## config.mk

```make
export PLATFORM = sky130hd
export DESIGN_NAME = spi_txq
export DESIGN_NICKNAME = d
export VERILOG_FILES = /design/src/rtl/spi_txq_pkg.sv /design/src/rtl/spi_txq_store.sv /design/src/rtl/spi_txq_flags.sv /design/src/rtl/spi_txq.sv
export SDC_FILE = /design/constraint.sdc
export NUM_CORES = 1
export LEC_CHECK = 0
export BUFFER_PORTS_ARGS = -buffer_cell sky130_fd_sc_hd__buf_2
export CORE_ASPECT_RATIO = 1.4
export CORE_UTILIZATION = 30
export DETAILED_ROUTE_END_ITERATION = 8
export PLACE_DENSITY = 0.58
export SYNTH_ARGS = -nofsm -noshare
export SYNTH_HDL_FRONTEND = slang
export SYNTH_HIERARCHICAL = 1
export SYNTH_SLANG_ARGS = --single-unit
```

## constraint.sdc

```tcl
create_clock -name clk -period 4.5 [get_ports clk]
set_clock_uncertainty 0.1 [all_clocks]
set_input_delay 0.9 -clock clk [delete_from_list [all_inputs] [get_ports clk]]
set_output_delay 0.9 -clock clk [all_outputs]
set_load 0.05 [all_outputs]
```

## src/rtl/spi_txq_pkg.sv

```systemverilog
package spi_txq_pkg;
    typedef enum logic {
        ST_IDLE  = 1'b0,
        ST_SHIFT = 1'b1
    } txq_state_t;
endpackage

```

## src/rtl/spi_txq_store.sv

```systemverilog
module spi_txq_store #(
    parameter int DEPTH = 4,
    parameter int WIDTH = 32
) (
    input  logic                       clk,
    input  logic                       rst_n,
    input  logic                       push,
    input  logic                       pop,
    input  logic                       flush,
    input  logic [WIDTH-1:0]           din,
    output logic [WIDTH-1:0]           head,
    output logic [$clog2(DEPTH+1)-1:0] count,
    output logic [$clog2(DEPTH)-1:0]   rd_ptr,
    output logic                       full,
    output logic                       empty,
    output logic                       full_nxt
);
    localparam int CW = $clog2(DEPTH+1);
    localparam int PW = $clog2(DEPTH);
    localparam logic [CW-1:0] FULL_CNT = CW'(DEPTH);
    localparam logic [PW-1:0] LAST_SLOT = PW'(DEPTH-1);

    logic [WIDTH-1:0] slots [DEPTH];
    logic [PW-1:0]    wr_ptr;
    logic [CW-1:0]    count_nxt;

    function automatic logic [PW-1:0] bump(input logic [PW-1:0] p);
        return (p == LAST_SLOT) ? '0 : p + 1'b1;
    endfunction

    always_comb begin
        count_nxt = count;
        if (flush) begin
            count_nxt = '0;
        end else begin
            unique case ({push, pop})
                2'b10:   count_nxt = count + 1'b1;
                2'b01:   count_nxt = count - 1'b1;
                default: count_nxt = count;
            endcase
        end
    end

    assign full     = (count == FULL_CNT);
    assign empty    = (count == '0);
    assign full_nxt = (count_nxt == FULL_CNT);
    assign head     = slots[rd_ptr];

    always_ff @(posedge clk) begin
        if (push && !flush) begin
            slots[wr_ptr] <= din;
        end
    end

    always_ff @(posedge clk or negedge rst_n) begin
        if (!rst_n) begin
            wr_ptr <= '0;
            rd_ptr <= '0;
            count  <= '0;
        end else begin
            count <= count_nxt;
            if (flush) begin
                wr_ptr <= rd_ptr;
            end else begin
                if (push) wr_ptr <= bump(wr_ptr);
                if (pop)  rd_ptr <= bump(rd_ptr);
            end
        end
    end

    assert_count_bound_R2: assert property (@(posedge clk) disable iff (!rst_n)
        count <= FULL_CNT);
endmodule

```

## src/rtl/spi_txq_flags.sv

```systemverilog
module spi_txq_flags (
    input  logic clk,
    input  logic rst_n,
    input  logic full_nxt,
    input  logic dma_fill,
    input  logic clr_fill,
    input  logic clr_done,
    input  logic clr_uflow,
    input  logic done_set,
    input  logic uf_set,
    input  logic req_sel,
    output logic fill_flag,
    output logic done_flag,
    output logic uflow_flag,
    output logic dma_req,
    output logic irq_req
);
    always_ff @(posedge clk or negedge rst_n) begin
        if (!rst_n) begin
            fill_flag  <= 1'b1;
            done_flag  <= 1'b0;
            uflow_flag <= 1'b0;
        end else begin
            if (clr_fill)      fill_flag <= 1'b0;
            else if (!full_nxt) fill_flag <= 1'b1;
            else if (dma_fill)  fill_flag <= 1'b0;

            if (done_set)      done_flag <= 1'b1;
            else if (clr_done) done_flag <= 1'b0;

            if (uf_set)         uflow_flag <= 1'b1;
            else if (clr_uflow) uflow_flag <= 1'b0;
        end
    end

    assign dma_req = fill_flag &  req_sel;
    assign irq_req = fill_flag & ~req_sel;

    assert_req_exclusive_R10: assert property (@(posedge clk) disable iff (!rst_n)
        $onehot0({dma_req, irq_req}));
    assert_done_sticky_R8: assert property (@(posedge clk) disable iff (!rst_n)
        done_flag && !clr_done |=> done_flag);
    assert_uflow_sticky_R9: assert property (@(posedge clk) disable iff (!rst_n)
        uflow_flag && !clr_uflow |=> uflow_flag);
endmodule

```

## src/rtl/spi_txq.sv

```systemverilog
module spi_txq
    import spi_txq_pkg::*;
#(
    parameter int DEPTH = 4,
    parameter int WIDTH = 32
) (
    input  logic                       clk,
    input  logic                       rst_n,
    input  logic                       slave_mode,
    input  logic                       req_sel,
    input  logic                       wr_valid,
    input  logic [WIDTH-1:0]           wr_data,
    input  logic                       wr_from_dma,
    input  logic                       flush_req,
    input  logic                       clr_fill,
    input  logic                       clr_done,
    input  logic                       clr_uflow,
    input  logic                       xfer_start,
    input  logic                       xfer_end,
    output logic                       load_valid,
    output logic [WIDTH-1:0]           load_data,
    output logic [$clog2(DEPTH+1)-1:0] entry_count,
    output logic [$clog2(DEPTH)-1:0]   next_ptr,
    output logic                       fill_flag,
    output logic                       done_flag,
    output logic                       uflow_flag,
    output logic                       dma_req,
    output logic                       irq_req
);
    localparam int CW = $clog2(DEPTH+1);
    localparam int PW = $clog2(DEPTH);
    localparam logic [CW-1:0] FULL_CNT = CW'(DEPTH);
    localparam logic [PW-1:0] LAST_SLOT = PW'(DEPTH-1);

    txq_state_t       state_q, state_d;
    logic             full, empty, full_nxt;
    logic             push_ok, pop_go, uf_hit, done_hit;
    logic [WIDTH-1:0] head;

    assign push_ok = wr_valid && !full && !flush_req;

    // Next-state logic
    always_comb begin
        state_d  = state_q;
        pop_go   = 1'b0;
        uf_hit   = 1'b0;
        done_hit = 1'b0;
        unique case (state_q)
            ST_IDLE: begin
                if (xfer_start && !flush_req) begin
                    if (!empty) begin
                        pop_go  = 1'b1;
                        state_d = ST_SHIFT;
                    end else if (slave_mode) begin
                        uf_hit  = 1'b1;
                        state_d = ST_SHIFT;
                    end
                end
            end
            ST_SHIFT: begin
                if (xfer_end) begin
                    done_hit = 1'b1;
                    state_d  = ST_IDLE;
                end
            end
            default: state_d = ST_IDLE;
        endcase
    end

    // State register
    always_ff @(posedge clk or negedge rst_n) begin
        if (!rst_n) state_q <= ST_IDLE;
        else        state_q <= state_d;
    end

    // Outputs toward the shifter
    always_comb begin
        load_valid = pop_go;
        load_data  = head;
    end

    spi_txq_store #(.DEPTH(DEPTH), .WIDTH(WIDTH)) u_store (
        .clk      (clk),
        .rst_n    (rst_n),
        .push     (push_ok),
        .pop      (pop_go),
        .flush    (flush_req),
        .din      (wr_data),
        .head     (head),
        .count    (entry_count),
        .rd_ptr   (next_ptr),
        .full     (full),
        .empty    (empty),
        .full_nxt (full_nxt)
    );

    spi_txq_flags u_flags (
        .clk        (clk),
        .rst_n      (rst_n),
        .full_nxt   (full_nxt),
        .dma_fill   (push_ok && wr_from_dma),
        .clr_fill   (clr_fill),
        .clr_done   (clr_done),
        .clr_uflow  (clr_uflow),
        .done_set   (done_hit),
        .uf_set     (uf_hit),
        .req_sel    (req_sel),
        .fill_flag  (fill_flag),
        .done_flag  (done_flag),
        .uflow_flag (uflow_flag),
        .dma_req    (dma_req),
        .irq_req    (irq_req)
    );

    assert_full_push_ignored_R3: assert property (@(posedge clk) disable iff (!rst_n)
        (entry_count == FULL_CNT) && wr_valid && !load_valid && !flush_req
        |=> (entry_count == FULL_CNT) && $stable(next_ptr));
    assert_ptr_advance_R4: assert property (@(posedge clk) disable iff (!rst_n)
        load_valid && !flush_req
        |=> next_ptr == (($past(next_ptr) == LAST_SLOT) ? '0 : $past(next_ptr) + 1'b1));
    assert_pushpop_count_R5: assert property (@(posedge clk) disable iff (!rst_n)
        load_valid && wr_valid && (entry_count != FULL_CNT) && !flush_req
        |=> $stable(entry_count));
    assert_fill_when_room_R6: assert property (@(posedge clk) disable iff (!rst_n)
        !fill_flag |-> (entry_count == FULL_CNT) || $past(clr_fill));
    assert_flush_empty_R7: assert property (@(posedge clk) disable iff (!rst_n)
        flush_req |=> entry_count == '0);
    assert_uflow_set_R9: assert property (@(posedge clk) disable iff (!rst_n)
        (state_q == ST_IDLE) && xfer_start && slave_mode && (entry_count == '0) && !flush_req
        |=> uflow_flag);
    assert_busy_holds_R11: assert property (@(posedge clk) disable iff (!rst_n)
        (state_q == ST_SHIFT) && !xfer_end |=> state_q == ST_SHIFT);
endmodule

```

==> summary.txt <==
outcome = finished, final reports clean
Syn. warnings = 6
CTS clock-pin slew for the worst setup and hold paths = 0.06 ns
fin crit share = 0.755
CP Class = flip-flop to primary output
Hold/Removal Path Class = input port to async pin
R2R setup slack = 1.65 ns
final setup vio count = 0
Inserted Diodes = 0
initial core utilization = 0.308
footprint of the multi-input gates = 0.00114 mm²
largest net degree at the start of global routing = 37
Initial DRT Pass Iterations = 4
vias in the first global route = 2,845
sw power = 1540 µW
max cap viols = 0
post-cts resize count = 0
post-route ant nets = 0
placed inst area = 0.00602 mm²
setup tns final = 0 ns
Worst EP required = 3.50 ns
Clock Latency Late Sink = 0.41 ns
H-tree levels = 4
initial antenna violation count = 0
CTS tree = yes
core area = 0.0174 mm²
worst r2r src = u_store/count[0]
# nets final = 387
Worst EP arrival = 2.40 ns
number of top-level pins = 87
TritonCTS Buffers = 17
critical path peak fanout = 23
clock buffer depth = 2
Row Count = 57
Global Route Usage Sum = 0.117
Filler Cells Inserted = 1,622
Yosys cell types = 32
flip-flop and latch area = 0.00412 mm²
setup repair bufs after CTS = 0
PwrDens = 646 mW/mm²
total power draw = 4270 µW
routed vias = 2,598
mean cell area of the mapped netlist = 22.5 µm²
switching share of power = 0.360
max frequency = 294 MHz
fin. max-slew vios = 0
WL final = 9.83 mm
Final Hold Fails = 0
sequential cell area fraction in the yosys report = 0.768
non-filler cells, final = 585
Pint = 2730 µW
P&R area growth vs syn = 23.3%
Cell Area, Synth = 0.00537 mm²
hold buffer count at cts = 0
dpl hpwl = 5.91 mm
unrepaired setup endpoints after global routing = false
Worst VDD drop = 244 µV
Syn Nets = 289
first-pass GRT wire length = 15.8 mm
Inst Count DP = 553
leakage = 0.00235 µW
Yosys reg bits = 139
Via density = 4.44
die height = 160 µm
I/O Buffers = 86
Max-Slew Margin vs Limit = 0.357
Startpoint Class = flip-flop
share of cells above drive strength 1 = 0.456
Layout Utilization = 0.380
Worst setup EP type = primary output
Worst-Margin Slew = 0.964 ns
clk sinks = 139
die area = 0.0184 mm²
DRC = 0
Iter 0 DRT Violations = 143
Gate Count Post-Synth = 238
Final Wtd Congestion = 0.707
Sequential Power Share = 0.383
Final min period = 3.40 ns
Wirelength per Cell = 16.8 µm
chip width = 115 µm
critical path startpoint = u_store/rd_ptr[0]
Gate power share = 0.293
Final Instance Area = 0.00661 mm²
clock power share = 0.324
GR Overflow Total = 0
clock root buffer = clkbuf_16
power by group through the flow:
stage	clock, µW	combinational (µW)	sequential, µW
6_report	1390	1250	1630
5_1_grt	1480	1320	1660
4_1_cts	1420	1270	1650
3_5_place_dp	0	1270	1680
3_3_place_gp	0	1260	1670
2_1_floorplan	0	1100	1590
area by class of cell:
cell class / instances / area share
repair buffers: 88 / 0.0673
clock inverters: 14 / 0.0246
flip-flops and latches: 139 / 0.623
inverters: 6 / 0.00341
multi-input cells: 84 / 0.172
well taps: 236 / 0.0446
clock buffers: 18 / 0.0649
synthesized netlist by cell type:
cell type    n  area (µm²)
a21oi_1      3        15.0
inv_1        6        22.5
nor2b_1      3        18.8
ha_1         6        75.1
xor2_1       1        8.76
mux4_1       4         105
o41ai_2      1        16.3
buf_8        1        15.0
nor3b_1      2        15.0
mux2i_1      2        20.0
a21oi_2      1        8.76
fa_1         1        20.0
buf_6        1        11.3
mux2_2       2        22.5
nor3b_2      1        12.5
dfstp_2      1        26.3
nor2_1       5        18.8
xnor2_1      1        8.76
dfrtp_1     10         250
nand2_1      3        11.3
or3_1        1        6.26
buf_12       2        40.0
nor4_1       2        12.5
mux4_2      28         631
nor3_1       1        5.00
buf_2        5        25.0
edfxtp_1   128        3840
a211oi_1     1        7.51
nand2b_1     2        12.5
o21ai_0      3        15.0
and2_1       8        50.1
a21o_1       2        15.0
placed cells by master, fill, tap and decap left out, drive strengths merged, types with 4 or more instances in the layout:
cell / count
a21oi: 4
clkbuf: 18
dfrtp: 10
nor2: 5
inv: 11
clkinv: 4
mux4: 32
ha: 6
edfxtp: 128
buf: 88
and2: 8
cells by family after synthesis:
kind of cell,synth area share
buf+inv,0.0212
xor+xnor,0.00327
fa+ha+maj,0.0177
mux,0.145
simple gates,0.0303
flops,0.768
compound gates,0.0145
path summary, 6_finish.rpt:
path                                endpoint  depth (start not counted)
max reg2reg                u_flags/fill_flag                         10
max in group asynchronous  u_flags/fill_flag                          1
min                         u_store/count[1]                          1
min reg2reg                u_flags/done_flag                          1
min in group clk           u_flags/done_flag                          1
max                            load_data[29]                          3
critical path: stages, from the launching register on:
cell and delay (ns):
dfrtp_2 0.84, buf_4 0.33, mux4_1 0.58, buf_2 0.23
per-layer routing:
layer  up-vias  global-route usage  part of all wire
met5         -                   0                 0
met4         0              0.0407             0.012
met3        10              0.0391             0.052
met2        77               0.200              0.53
met1      1340               0.134              0.41
li1       1171                   -                 -
flip-flops by register name, indices dropped and copies added (netlist names):
name                flops
u_store/rd_ptr          2
u_flags/done_flag       1
u_flags/uflow_flag      1
u_store/count           3
u_flags/fill_flag       1
u_store/slots         128
u_store/wr_ptr          2
state_q                 1
metrics by stage:
step                      hold WS [ns]  setup slack, ns
after global routing             0.260            0.923
final                            0.255             1.10
after floorplan                  0.402            0.294
after CTS                        0.247            0.984
after detailed placement         0.371             1.26
after global placement           0.363             1.34
Note: power is estimated with default switching activity, not from simulation.
